--- src/rtl/lu_pkg.sv ---
package lu_pkg;
    typedef enum logic [3:0] {
        OP_ALU    = 4'd0,
        OP_ALU_RS = 4'd1,
        OP_LDW    = 4'd2,
        OP_LDB    = 4'd3,
        OP_LDM    = 4'd4,
        OP_STR    = 4'd5,
        OP_STM    = 4'd6,
        OP_BR     = 4'd7,
        OP_PCW    = 4'd8
    } op_e;

    // age slots after the issue edge: memory stage 1 and memory stage 2
    localparam int TRK_DEPTH = 2;
    // slots discarded after a redirecting instruction
    localparam int REDIR_CYC = 2;
endpackage

--- src/rtl/lu_cost.sv ---
module lu_cost
    import lu_pkg::*;
#(
    parameter int REG_W  = 4,
    parameter int CNT_W  = 5,
    parameter int PC_IDX = 15
) (
    input  logic [3:0]       op,
    input  logic [CNT_W-1:0] xfer,
    input  logic [REG_W-1:0] dst,
    output logic [CNT_W:0]   len,
    output logic             is_load,
    output logic             narrow,
    output logic             redirect
);
    logic [CNT_W:0] n;

    always_comb begin
        n        = (xfer == '0) ? (CNT_W+1)'(1) : {1'b0, xfer};
        len      = (CNT_W+1)'(1);
        is_load  = 1'b0;
        narrow   = 1'b0;
        case (op_e'(op))
            OP_ALU_RS: len = (CNT_W+1)'(2);
            OP_LDW:    is_load = 1'b1;
            OP_LDB:    begin is_load = 1'b1; narrow = 1'b1; end
            OP_LDM:    begin is_load = 1'b1; len = n; end
            OP_STM:    len = (n == (CNT_W+1)'(1)) ? (CNT_W+1)'(2) : n;
            default:   len = (CNT_W+1)'(1);
        endcase
        redirect = (op_e'(op) == OP_BR) || (op_e'(op) == OP_PCW) ||
                   (is_load && dst == REG_W'(PC_IDX));
    end
endmodule

--- src/rtl/lu_hazard.sv ---
module lu_hazard #(
    parameter int REG_W = 4,
    parameter int DEPTH = 2
) (
    input  logic [REG_W-1:0]       src_a,
    input  logic                   use_a,
    input  logic [REG_W-1:0]       src_b,
    input  logic                   use_b,
    input  logic [DEPTH-1:0]       pend_v,
    input  logic [DEPTH-1:0]       pend_n,
    input  logic [DEPTH*REG_W-1:0] pend_d,
    output logic                   hit
);
    logic [DEPTH-1:0] blk;

    for (genvar k = 0; k < DEPTH; k++) begin : g_age
        logic [REG_W-1:0] rd;
        logic             match;
        assign rd    = pend_d[k*REG_W +: REG_W];
        assign match = (use_a && src_a == rd) || (use_b && src_b == rd);
        if (k == 0) begin : g_near
            // every load is still unavailable one slot after issue
            assign blk[k] = pend_v[k] && match;
        end else begin : g_far
            // only narrow loads remain unavailable further out
            assign blk[k] = pend_v[k] && pend_n[k] && match;
        end
    end

    assign hit = |blk;
endmodule

--- src/rtl/lu_interlock.sv ---
module lu_interlock
    import lu_pkg::*;
#(
    parameter int REG_W  = 4,
    parameter int CNT_W  = 5,
    parameter int CYC_W  = 8,
    parameter int PC_IDX = 15
) (
    input  logic             clk,
    input  logic             rst_n,
    input  logic             in_valid,
    input  logic [3:0]       in_op,
    input  logic             in_cond,
    input  logic [REG_W-1:0] in_dst,
    input  logic [REG_W-1:0] in_src_a,
    input  logic             in_use_a,
    input  logic [REG_W-1:0] in_src_b,
    input  logic             in_use_b,
    input  logic [CNT_W-1:0] in_xfer,
    output logic             hold_o,
    output logic             bubble_o,
    output logic             flush_o,
    output logic             done_o,
    output logic [CYC_W-1:0] cycles_o
);
    localparam int FL_W = $clog2(REDIR_CYC + 1);

    typedef struct packed {
        logic                       busy;
        logic [CNT_W:0]             remain;
        logic [CYC_W-1:0]           acc;
        logic [FL_W-1:0]            flush;
        logic [TRK_DEPTH-1:0]       pv;
        logic [TRK_DEPTH-1:0]       pn;
        logic [TRK_DEPTH*REG_W-1:0] pd;
    } st_t;

    st_t st_d, st_q;

    logic [CNT_W:0]   len;
    logic             is_load, narrow, redirect, hit;
    logic [CNT_W:0]   rem;
    logic [CYC_W-1:0] acc_inc;

    lu_cost #(.REG_W(REG_W), .CNT_W(CNT_W), .PC_IDX(PC_IDX)) u_cost (
        .op(in_op), .xfer(in_xfer), .dst(in_dst),
        .len(len), .is_load(is_load), .narrow(narrow), .redirect(redirect)
    );

    lu_hazard #(.REG_W(REG_W), .DEPTH(TRK_DEPTH)) u_haz (
        .src_a(in_src_a), .use_a(in_use_a), .src_b(in_src_b), .use_b(in_use_b),
        .pend_v(st_q.pv), .pend_n(st_q.pn), .pend_d(st_q.pd), .hit(hit)
    );

    always_comb begin
        st_d     = st_q;
        hold_o   = 1'b0;
        bubble_o = 1'b0;
        flush_o  = 1'b0;
        done_o   = 1'b0;
        cycles_o = '0;
        acc_inc  = st_q.acc + CYC_W'(1);
        rem      = st_q.busy ? st_q.remain : len - (CNT_W+1)'(1);

        // load results age by time, stalls included
        st_d.pv[0] = 1'b0;
        st_d.pn[0] = 1'b0;
        st_d.pd[REG_W-1:0] = '0;
        for (int k = 1; k < TRK_DEPTH; k++) begin
            st_d.pv[k] = st_q.pv[k-1];
            st_d.pn[k] = st_q.pn[k-1];
            st_d.pd[k*REG_W +: REG_W] = st_q.pd[(k-1)*REG_W +: REG_W];
        end

        if (st_q.flush != '0) begin
            // wrong-path slot: descriptor and its hazards are ignored
            flush_o    = 1'b1;
            st_d.flush = st_q.flush - FL_W'(1);
            if (st_q.flush == FL_W'(1)) begin
                done_o   = 1'b1;
                cycles_o = acc_inc;
                st_d.acc = '0;
            end else begin
                st_d.acc = acc_inc;
            end
        end else if (in_valid) begin
            if (!in_cond) begin
                done_o   = 1'b1;
                cycles_o = CYC_W'(1);
                st_d.acc = '0;
            end else if (!st_q.busy && hit) begin
                hold_o   = 1'b1;
                bubble_o = 1'b1;
                st_d.acc = acc_inc;
            end else if (rem != '0) begin
                hold_o      = 1'b1;
                st_d.busy   = 1'b1;
                st_d.remain = rem - (CNT_W+1)'(1);
                st_d.acc    = acc_inc;
            end else begin
                st_d.busy   = 1'b0;
                st_d.remain = '0;
                if (is_load && !redirect) begin
                    st_d.pv[0]         = 1'b1;
                    st_d.pn[0]         = narrow;
                    st_d.pd[REG_W-1:0] = in_dst;
                end
                if (redirect) begin
                    st_d.flush = FL_W'(REDIR_CYC);
                    st_d.acc   = acc_inc;
                end else begin
                    done_o   = 1'b1;
                    cycles_o = acc_inc;
                    st_d.acc = '0;
                end
            end
        end
    end

    always_ff @(posedge clk) begin
        if (!rst_n) begin
            st_q <= '0;
        end else begin
            st_q <= st_d;
        end
    end
endmodule

--- config.mk ---
export PLATFORM = sky130hd
export DESIGN_NAME = lu_interlock
export DESIGN_NICKNAME = d
export VERILOG_FILES = /design/src/rtl/lu_pkg.sv /design/src/rtl/lu_cost.sv /design/src/rtl/lu_hazard.sv /design/src/rtl/lu_interlock.sv
export SDC_FILE = /design/constraint.sdc
export NUM_CORES = 1
export LEC_CHECK = 0
export ABC_AREA = 1
export CAP_MARGIN = 0
export CORE_AREA = 2 2 92 50
export DETAILED_ROUTE_END_ITERATION = 8
export DIE_AREA = 0 0 94 52
export PLACE_DENSITY = 0.76
export SLEW_MARGIN = 0
export SYNTH_ARGS = -nofsm -noshare
export SYNTH_HDL_FRONTEND = slang
export SYNTH_SLANG_ARGS = --single-unit
--- constraint.sdc ---
create_clock -name clk -period 7.5 [get_ports clk]
set_input_delay 1.5 -clock clk [delete_from_list [all_inputs] [get_ports clk]]
set_output_delay 1.5 -clock clk [all_outputs]
set_load 0.005 [all_outputs]
==> results of run 1 <==
==> registers in the layout (all words and copies together), names as in the netlist <==
register / flops
st_d: 6
st_q: 23
==> routing by layer <==
| metal | up-vias | wire [um] | GRT usage [%] |
|---|---|---|---|
| met4 | 0 | 50 | 5.797 |
| met2 | 34 | 1786 | 31.19 |
| met5 | - | 0 | 0 |
| li1 | 997 | - | - |
| met3 | 7 | 232 | 6.232 |
| met1 | 870 | 2532 | 29.18 |
==> cell type report <==
cell class,count,area (um2),share of cell area [%]
Clock buffer,7,86.33,3.428
Multi-Input combinational cell,213,1190,47.24
Sequential cell,29,580.6,23.05
Timing Repair Buffer,38,380.4,15.10
Tap cell,57,71.32,2.832
Inverter,48,180.2,7.153
Clock inverter,1,30.03,1.192
==> where the power goes <==
group	total, uW	internal, uW	switching [uW]
Sequential	174	164	9.53
Clock	170	108	61.4
Combinational	163	66.6	96.0
==> logic make-up after synthesis <==
logic type	after synthesis	synth area share (%)
DFF	29	29.48
muxes	1	1.144
AOI/OAI and AO/OA	34	9.975
adders and majority gates	6	3.812
and+or+nand+nor	152	36.60
buffers and inverters	51	10.10
xor gates and xnor gates	20	8.895
==> worst paths after layout <==
kind                            startpoint     endpoint  slack (ps)  cells past startpoint
worst min register to register     st_d[9]      st_q[9]         420                      2
worst max-delay path              in_op[0]  cycles_o[0]        1370                     21
worst max register to register    st_q[28]     st_q[19]        5180                     12
worst min-delay path               st_d[9]      st_q[9]         420                      2
==> critical path, cell delays in order <==
cell and delay (ps):
clkdlybuf4s50_1 570, inv_1 110, nor2_2 100, nand2_2 70
nand3_1 120, nand2_1 70, ha_1 280, nand2_1 50
o21ai_0 120, ha_1 210, inv_1 40, nor2_1 140
nand3_2 130, nor2_4 180, nand3_1 100, nand2_1 100
nand2_1 60, nand2_1 80, nand2_1 50, nand2_1 50
clkdlybuf4s50_1 490
==> cell usage in the layout (no fill, tap or decap), types with 3 or more instances in the layout <==
cell type and n:
nand2_1 69, inv_1 42, clkdlybuf4s50_1 38, nor2_1 32
dfxtp_1 29, a21oi_1 19, nand3_1 15, xnor2_1 11
xor2_1 9, nor2_2 8, nand2_2 8, o21ai_0 8
ha_1 6, clkbuf_8 6, inv_2 5, nand4_1 4
nand3b_1 3, nor3_1 3
==> stage by stage <==
step	instance area [um2]	cells
after floorplan	1969	293
after global placement	2402	385
after detailed placement	2402	385
after CTS	2519	393
after global routing	2519	393
final	2519	393
==> flow_summary.toml, run 1 <==
[status]
status = "completed"

[sta]
finClkSkew_ps = 8.483
slew_headroom_pct = 37.24
min_period_over_period_pct = 81.75
finalSetupTns_ps = 0
hold_violations = 0
worst_slack_ps = 1369
clock.fmax_ghz = 0.1631
period_needed_ps = 6131
worst_pin_slew_ps = 931.5
maxSlewViolCount = 0
setup_viol = 0
rsz0062_at_grt = "false"
holdWs_ps = 421.3

[critical_path]
cp.required_ps = 6000
crit_arrival_ps = 4630
cp-end-kind = "output port"
cp_max_fo = 4
path_class = "in2out"
startpoint_type = "input pin"

[yosys]
synth_cell_types = 34
synth_warnings = 0
synth.most_common_cell = "nand2_1"
ys_seq_area_share_pct = 29.48
synth_nets = 326
ys_seq_elements = 29
synth_edf_count = 0
synthArstFlopShare_pct = 0
synth_top_area_cell = "dfxtp_1"
synth_cells = 293
synth_area_um2 = 1969
synth_top_area_share_pct = 29.48
synth_flop_cell = "dfxtp_1"
syn_avg_cell_area_um2 = 6.721
synth_common_cells = "nand2_1 (69), inv_1 (42), nor2_1 (32)"
synth_area_leaders = "dfxtp_1 (29%), nand2_1 (13%), inv_1 (8.0%)"

[finish]
fin_util_pct = 60.72
diodes = 0
final_nets = 368
layout-drive-gt1-share_pct = 11.61
areaGrowthSynthToFinish_pct = 27.89
fillers = 398

[die]
initial_core_util_pct = 47.48
fp.dieH_um = 52
fp.coreArea_um2 = 4148
rows = 17
io_pins = 39
die_area_um2 = 4888
chipWidth_um = 94

[hold_path]
hp-class = "reg2reg"

[route]
drt_iter0_markers = 78
post-route-drc-count = 0
vias = 1908
vias_per_cell = 4.855
dr.pass1.iters = 4
wire_per_inst_um = 11.71
wl_um = 4601
ant_nets = 0

[placed_design]
port_buffers = 38
gp_congestion = 0.8431
place_hpwl_um = 3655
pre_cts_slack_ps = 1394

[clocking]
cts_buffer_depth = 2
cts_resized = 0
h-tree-depth = 2
cts_made_buffers = 5
cts-root-buf = "clkbuf_8"
cts_tree = "done"
cts_hold_buf = 0
clock_latency_ps = 290
clk_pin_slew_ps = 70
post_cts_buffers = 0
clock-sinks = 29

[pwr]
p_total_uw = 506.0
ir_worst_vdd_uv = 115.0
power_density_nw_per_um2 = 200.9
cellLeakagePower_uw = 0.001097

[global_route]
overflow = 0
grt_pass1_wl_um = 7810
track_usage_pct = 20.86
antenna_found_initial = 0
grt_pass1_vias = 1705
grt_max_degree = 19

[job]
cap_violations = 0
Note: power is estimated with default switching activity, not from simulation.
==> inputs of run 2 (changes only) <==
--- a/config.mk
+++ b/config.mk
@@ -7,10 +7,10 @@
 export LEC_CHECK = 0
 export ABC_AREA = 1
 export CAP_MARGIN = 0
-export CORE_AREA = 2 2 92 50
+export CORE_AREA = 2 2 95 51
 export DETAILED_ROUTE_END_ITERATION = 8
-export DIE_AREA = 0 0 94 52
-export PLACE_DENSITY = 0.76
+export DIE_AREA = 0 0 97 53
+export PLACE_DENSITY = 0.75
 export SLEW_MARGIN = 0
 export SYNTH_ARGS = -nofsm -noshare
 export SYNTH_HDL_FRONTEND = slang
==> constraint.sdc (replaced) <==
create_clock -name clk -period 4.98 [get_ports clk]
set_input_delay 0.996 -clock clk [delete_from_list [all_inputs] [get_ports clk]]
set_output_delay 0.996 -clock clk [all_outputs]
set_load 0.005 [all_outputs]
==> run 2 against run 1 <==
Net effect: final area up 7.1%; clock skew decreased by 2.4 ps; sequential share of layout area down 1.5 points; die area up 5.2%; clock-buffer cell count unchanged; critical path depth decreased by 1; flip-flop and latch count is the same; global-route usage down 1.8 points; critical path type unchanged; critical endpoint unchanged.
==> flow_summary.toml, run 2 (same netlist as run 1, synthesis figures left out) <==
[critical_path]
cp_max_fo = 4
cp_slowest_stage_delay_ps = 490
crit_top_cell = "nand2_1"
slowest_stage = "clkdlybuf4s50_1"
startpoint_type = "input pin"
cp-end-kind = "output port"
cp.required_ps = 3980
crit_arrival_ps = 3750
r2r_slack_ps = 2570
r2r_start = "st_q[28]"
path_cells = "clkdlybuf4s50_1, nor2_2, nand3_2, nand2_2, a21oi_4, ha_1, nand2_1, o21ai_2, ha_2, inv_1, nor2_2, nand3_2, nor2_4, nand3_1, nand2_1, nand2_1, nand2_2, nand2_1, nand2_1, clkdlybuf4s50_1"
critical_path.reg2reg.endpoint = "st_q[19]"
path_class = "in2out"
r2r_cells = 16

[sta]
period_needed_ps = 4742
finalSetupTns_ps = 0
finClkSkew_ps = 6.034
min_period_over_period_pct = 95.22
maxSlewViolCount = 0
slew_headroom_pct = 38.07
clock.fmax_ghz = 0.2109
worst_pin_slew_ps = 919.3
setup_viol = 0
worst_slack_ps = 238.0
hold_violations = 0

[clocking]
clk_pin_slew_ps = 70
clock-sinks = 29
cts-root-buf = "clkbuf_8"
clock_latency_ps = 280
h-tree-depth = 2
cts_tree = "done"
cts_buffer_depth = 2
cts_hold_buf = 0
cts_made_buffers = 5

[finish]
fin_util_pct = 63.07
regMostFlops = "st_q"
areaGrowthSynthToFinish_pct = 36.91
fin_area_um2 = 2696
final_common_cell = "nand2_1"
final_cell_mix = "nand2_1 (66), inv_1 (40), clkdlybuf4s50_1 (30)"
layout-drive-gt1-share_pct = 20.00
fillers = 372
final_nets = 382
diodes = 0
largest_reg_flops = 23

[hold_path]
hold_end = "st_q[9]"
worstHoldStart = "st_d[9]"
whs_path_depth = 2
hp-class = "reg2reg"

[die]
io_pins = 39
initial_core_util_pct = 46.06
fp.dieH_um = 53
chipWidth_um = 97
rows = 17
die_area_um2 = 5141
fp.coreArea_um2 = 4275

[route]
drt_iter0_markers = 67
dr.pass1.iters = 5
post-route-drc-count = 0
wl_um = 4781
vias = 1952
wire_per_inst_um = 11.75
vias_per_cell = 4.796
ant_nets = 0

[pwr]
ir_worst_vdd_uv = 111.6
power_density_nw_per_um2 = 292.4
cellLeakagePower_uw = 0.001231
p_total_uw = 788.5

[placed_design]
gp_congestion = 0.7916
dpl_cell_area_um2 = 2447
port_buffers = 38
pre_cts_slack_ps = -63.03
place_hpwl_um = 3552

[global_route]
antenna_found_initial = 0
grt_max_degree = 19
track_usage_pct = 19.05
overflow = 0
grtUsageMet1_pct = 25.66
met3_usage_pct = 5.945
grt.busiest_layer = "met2"
grt_pass1_wl_um = 7755
grt_pass1_vias = 1734
grt_use_met2_pct = 29.75

[status]
status = "completed"

[job]
cap_violations = 0
run 2: timing repair:
action	CTS	global route
pin swaps	2	9
setup endpoints to repair	8	10
gates resized for setup	7	20
setup buffers	1	7
run 2: final cells by class:
class | count | area [um2] | share of cell area [%]
multi-input cells | 213 | 1246 | 46.22
flip-flops and latches | 29 | 580.6 | 21.53
repair buffers | 52 | 501.7 | 18.61
inverters | 48 | 180.2 | 6.682
clock buffers | 7 | 86.33 | 3.202
well taps | 57 | 71.32 | 2.645
clock inverters | 1 | 30.03 | 1.114
run 2: where the power goes:
| part | switching [uW] | internal, uW |
|---|---|---|
| clock network | 90.2 | 163 |
| registers | 15.2 | 248 |
| logic | 153 | 120 |
run 2: through the flow:
stage | hold WS (ps) | std cells
2_1_floorplan | 390.5 | 293
3_3_place_gp | 400.2 | 391
3_5_place_dp | 405.7 | 391
4_1_cts | 412.5 | 400
5_1_grt | 444.4 | 407
6_report | 412.1 | 407
run 2: worst max path at each step:
| stage | start | endpoint | slack, ps |
|---|---|---|---|
| 2_1_floorplan | in_op[3] | cycles_o[1] | 1020 |
| 3_3_place_gp | in_op[0] | cycles_o[0] | 50 |
| 3_5_place_dp | in_op[0] | cycles_o[0] | -60 |
| 4_1_cts | in_op[3] | cycles_o[0] | 20 |
| 5_1_grt | in_xfer[0] | cycles_o[0] | -10 |
| 6_report | in_xfer[0] | cycles_o[0] | 240 |
run 2: layer usage:
layer	share of wire (%)	vias to the layer above
li1	-	1022
met1	51	869
met2	43	56
met3	6.0	5
met4	0.61	0
met5	0	-
run 2: worst max-delay path, delay by kind of cell:
family	cells	cell delay, ps
simple gates	13	1170
buf+inv	3	970
fa+ha+maj	2	470
compound gates	2	140
==> inputs of run 3 (changes only) <==
--- a/config.mk
+++ b/config.mk
@@ -10,6 +10,7 @@
 export CORE_AREA = 2 2 95 51
 export DETAILED_ROUTE_END_ITERATION = 8
 export DIE_AREA = 0 0 97 53
+export GPL_TIMING_DRIVEN = 0
 export PLACE_DENSITY = 0.75
 export SLEW_MARGIN = 0
 export SYNTH_ARGS = -nofsm -noshare
==> run 3 against run 2 <==
Net effect: hold slack improved by 9.1 ps; critical path depth fell by 1; power rose by 0.36%; die area did not move; register-to-register slack improved by 20 ps; routed wire length rose by 0.67%; cell count fell by 0.25%; largest power group unchanged.
==> flow_summary.toml, run 3 (same netlist as run 1, synthesis figures left out) <==
[placed_design]
gp_congestion = 0.8139
place_hpwl_um = 3538
port_buffers = 37
dpl_cell_area_um2 = 2411

[clocking]
clk_pin_slew_ps = 60
clock-sinks = 29
cts_tree = "done"
clock_latency_ps = 280
cts_buffer_depth = 2
cts_made_buffers = 5
cts-root-buf = "clkbuf_8"
h-tree-depth = 2

[sta]
hold_violations = 0
period_needed_ps = 4858
min_period_over_period_pct = 97.55
worst_pin_slew_ps = 915.3
finClkSkew_ps = 5.923
holdWs_ps = 421.2
maxSlewViolCount = 0
slew_headroom_pct = 38.34
clock.fmax_ghz = 0.2059
setup_viol = 0

[pwr]
power_density_nw_per_um2 = 300.9
ir_worst_vdd_uv = 154.0
cellLeakagePower_uw = 0.001203

[critical_path]
startpoint_type = "input pin"
cp-end-kind = "output port"
r2r_slack_ps = 2590
path_class = "in2out"
critical_path.reg2reg.endpoint = "st_d[5]"
r2r_start = "st_q[28]"
cp_max_fo = 6
cp.required_ps = 3980
cp-startpoint = "in_op[1]"
r2r_cells = 15
crit_path_end = "done_o"
crit_arrival_ps = 3860

[die]
initial_core_util_pct = 46.06
rows = 17
fp.dieH_um = 53
die_area_um2 = 5141
io_pins = 39
fp.coreArea_um2 = 4275
chipWidth_um = 97

[finish]
multiInputGateArea_um2 = 1214
fillers = 392
register_area_um2 = 580.6
diodes = 0
largest_reg_flops = 23
final_cell_mix = "nand2_1 (67), inv_1 (40), nor2_1 (30)"
final_nets = 381
layout-drive-gt1-share_pct = 17.48
fin_area_um2 = 2630
areaGrowthSynthToFinish_pct = 33.54
final_common_cell = "nand2_1"
regMostFlops = "st_q"

[global_route]
grt_pass1_vias = 1719
grt_pass1_wl_um = 7603
grt_max_degree = 11
track_usage_pct = 18.85
antenna_found_initial = 0
overflow = 0

[route]
vias = 1935
vias_per_cell = 4.766
drt_iter0_markers = 112
wire_per_inst_um = 11.85
ant_nets = 0
post-route-drc-count = 0
wl_um = 4813
dr.pass1.iters = 4

[status]
status = "completed"

[hold_path]
worstHoldStart = "st_d[9]"
whs_path_depth = 2
hp-class = "reg2reg"

[job]
cap_violations = 0
==> run 3: how the worst min path moves through the flow <==
stage	end	slack (ps)
final	st_q[9]	420
after global routing	st_q[9]	440
after global placement	st_q[9]	400
after floorplan	st_q[9]	390
after CTS	st_q[9]	420
after detailed placement	st_q[9]	410
==> run 3: final cells by class <==
class	instances	share of cell area, %
tap	57	2.712
timing repair buffer	48	17.08
clock buffer	7	3.283
sequential	29	22.07
multi-input combinational	213	46.15
buffer	3	0.7136
inverter	48	6.851
clock inverter	1	1.142
==> run 3: layer usage <==
metal	global-route usage [%]	vias up	wire, um
met5	0	-	0
met4	4.930	0	57
met3	5.416	8	293
met2	30.44	55	2025
met1	25.06	843	2436
li1	-	1029	-
==> run 3: metrics by stage <==
stage	cells	setup slack (ps)	setup TNS, ps	utilization (%)	power, uW
after global routing	406	-51.15	-280.2	61.52	837.2
after floorplan	293	1023	0	-	422.4
after global placement	387	-148.3	-1092	56.39	501.3
after detailed placement	387	-235.8	-1753	56.39	507.4
final	406	122.2	0	61.52	791.3
after CTS	400	18.19	0	59.96	770.2
==> run 3: worst max-delay path, stage by stage <==
cell	delay, ps
clkdlybuf4s50_1	600
nor2_2	70
nand2_2	80
nand2_2	80
inv_2	70
a21oi_4	40
ha_2	310
nand2_1	60
o21ai_2	80
ha_2	210
inv_1	50
nor2_2	140
nand3_2	120
nor2_4	150
nand3_2	90
nand2_2	80
nand2_1	60
nand2_2	70
clkdlybuf4s50_1	490
==> run 3: report_power, final <==
group | internal [uW] | switching [uW] | leakage, uW
Clock | 163 | 91.1 | 0.0000585
Combinational | 121 | 154 | 0.000910
Sequential | 247 | 14.0 | 0.000235
==> run 3: timing repair <==
| item | 4_1_cts | 5_1_grt |
|---|---|---|
| setup endpoints to repair | 9 | 4 |
| pin swaps | 5 | 4 |
| hold buffers | 0 | 0 |
| setup buffers | 5 | 6 |
| resized for setup | 13 | 9 |
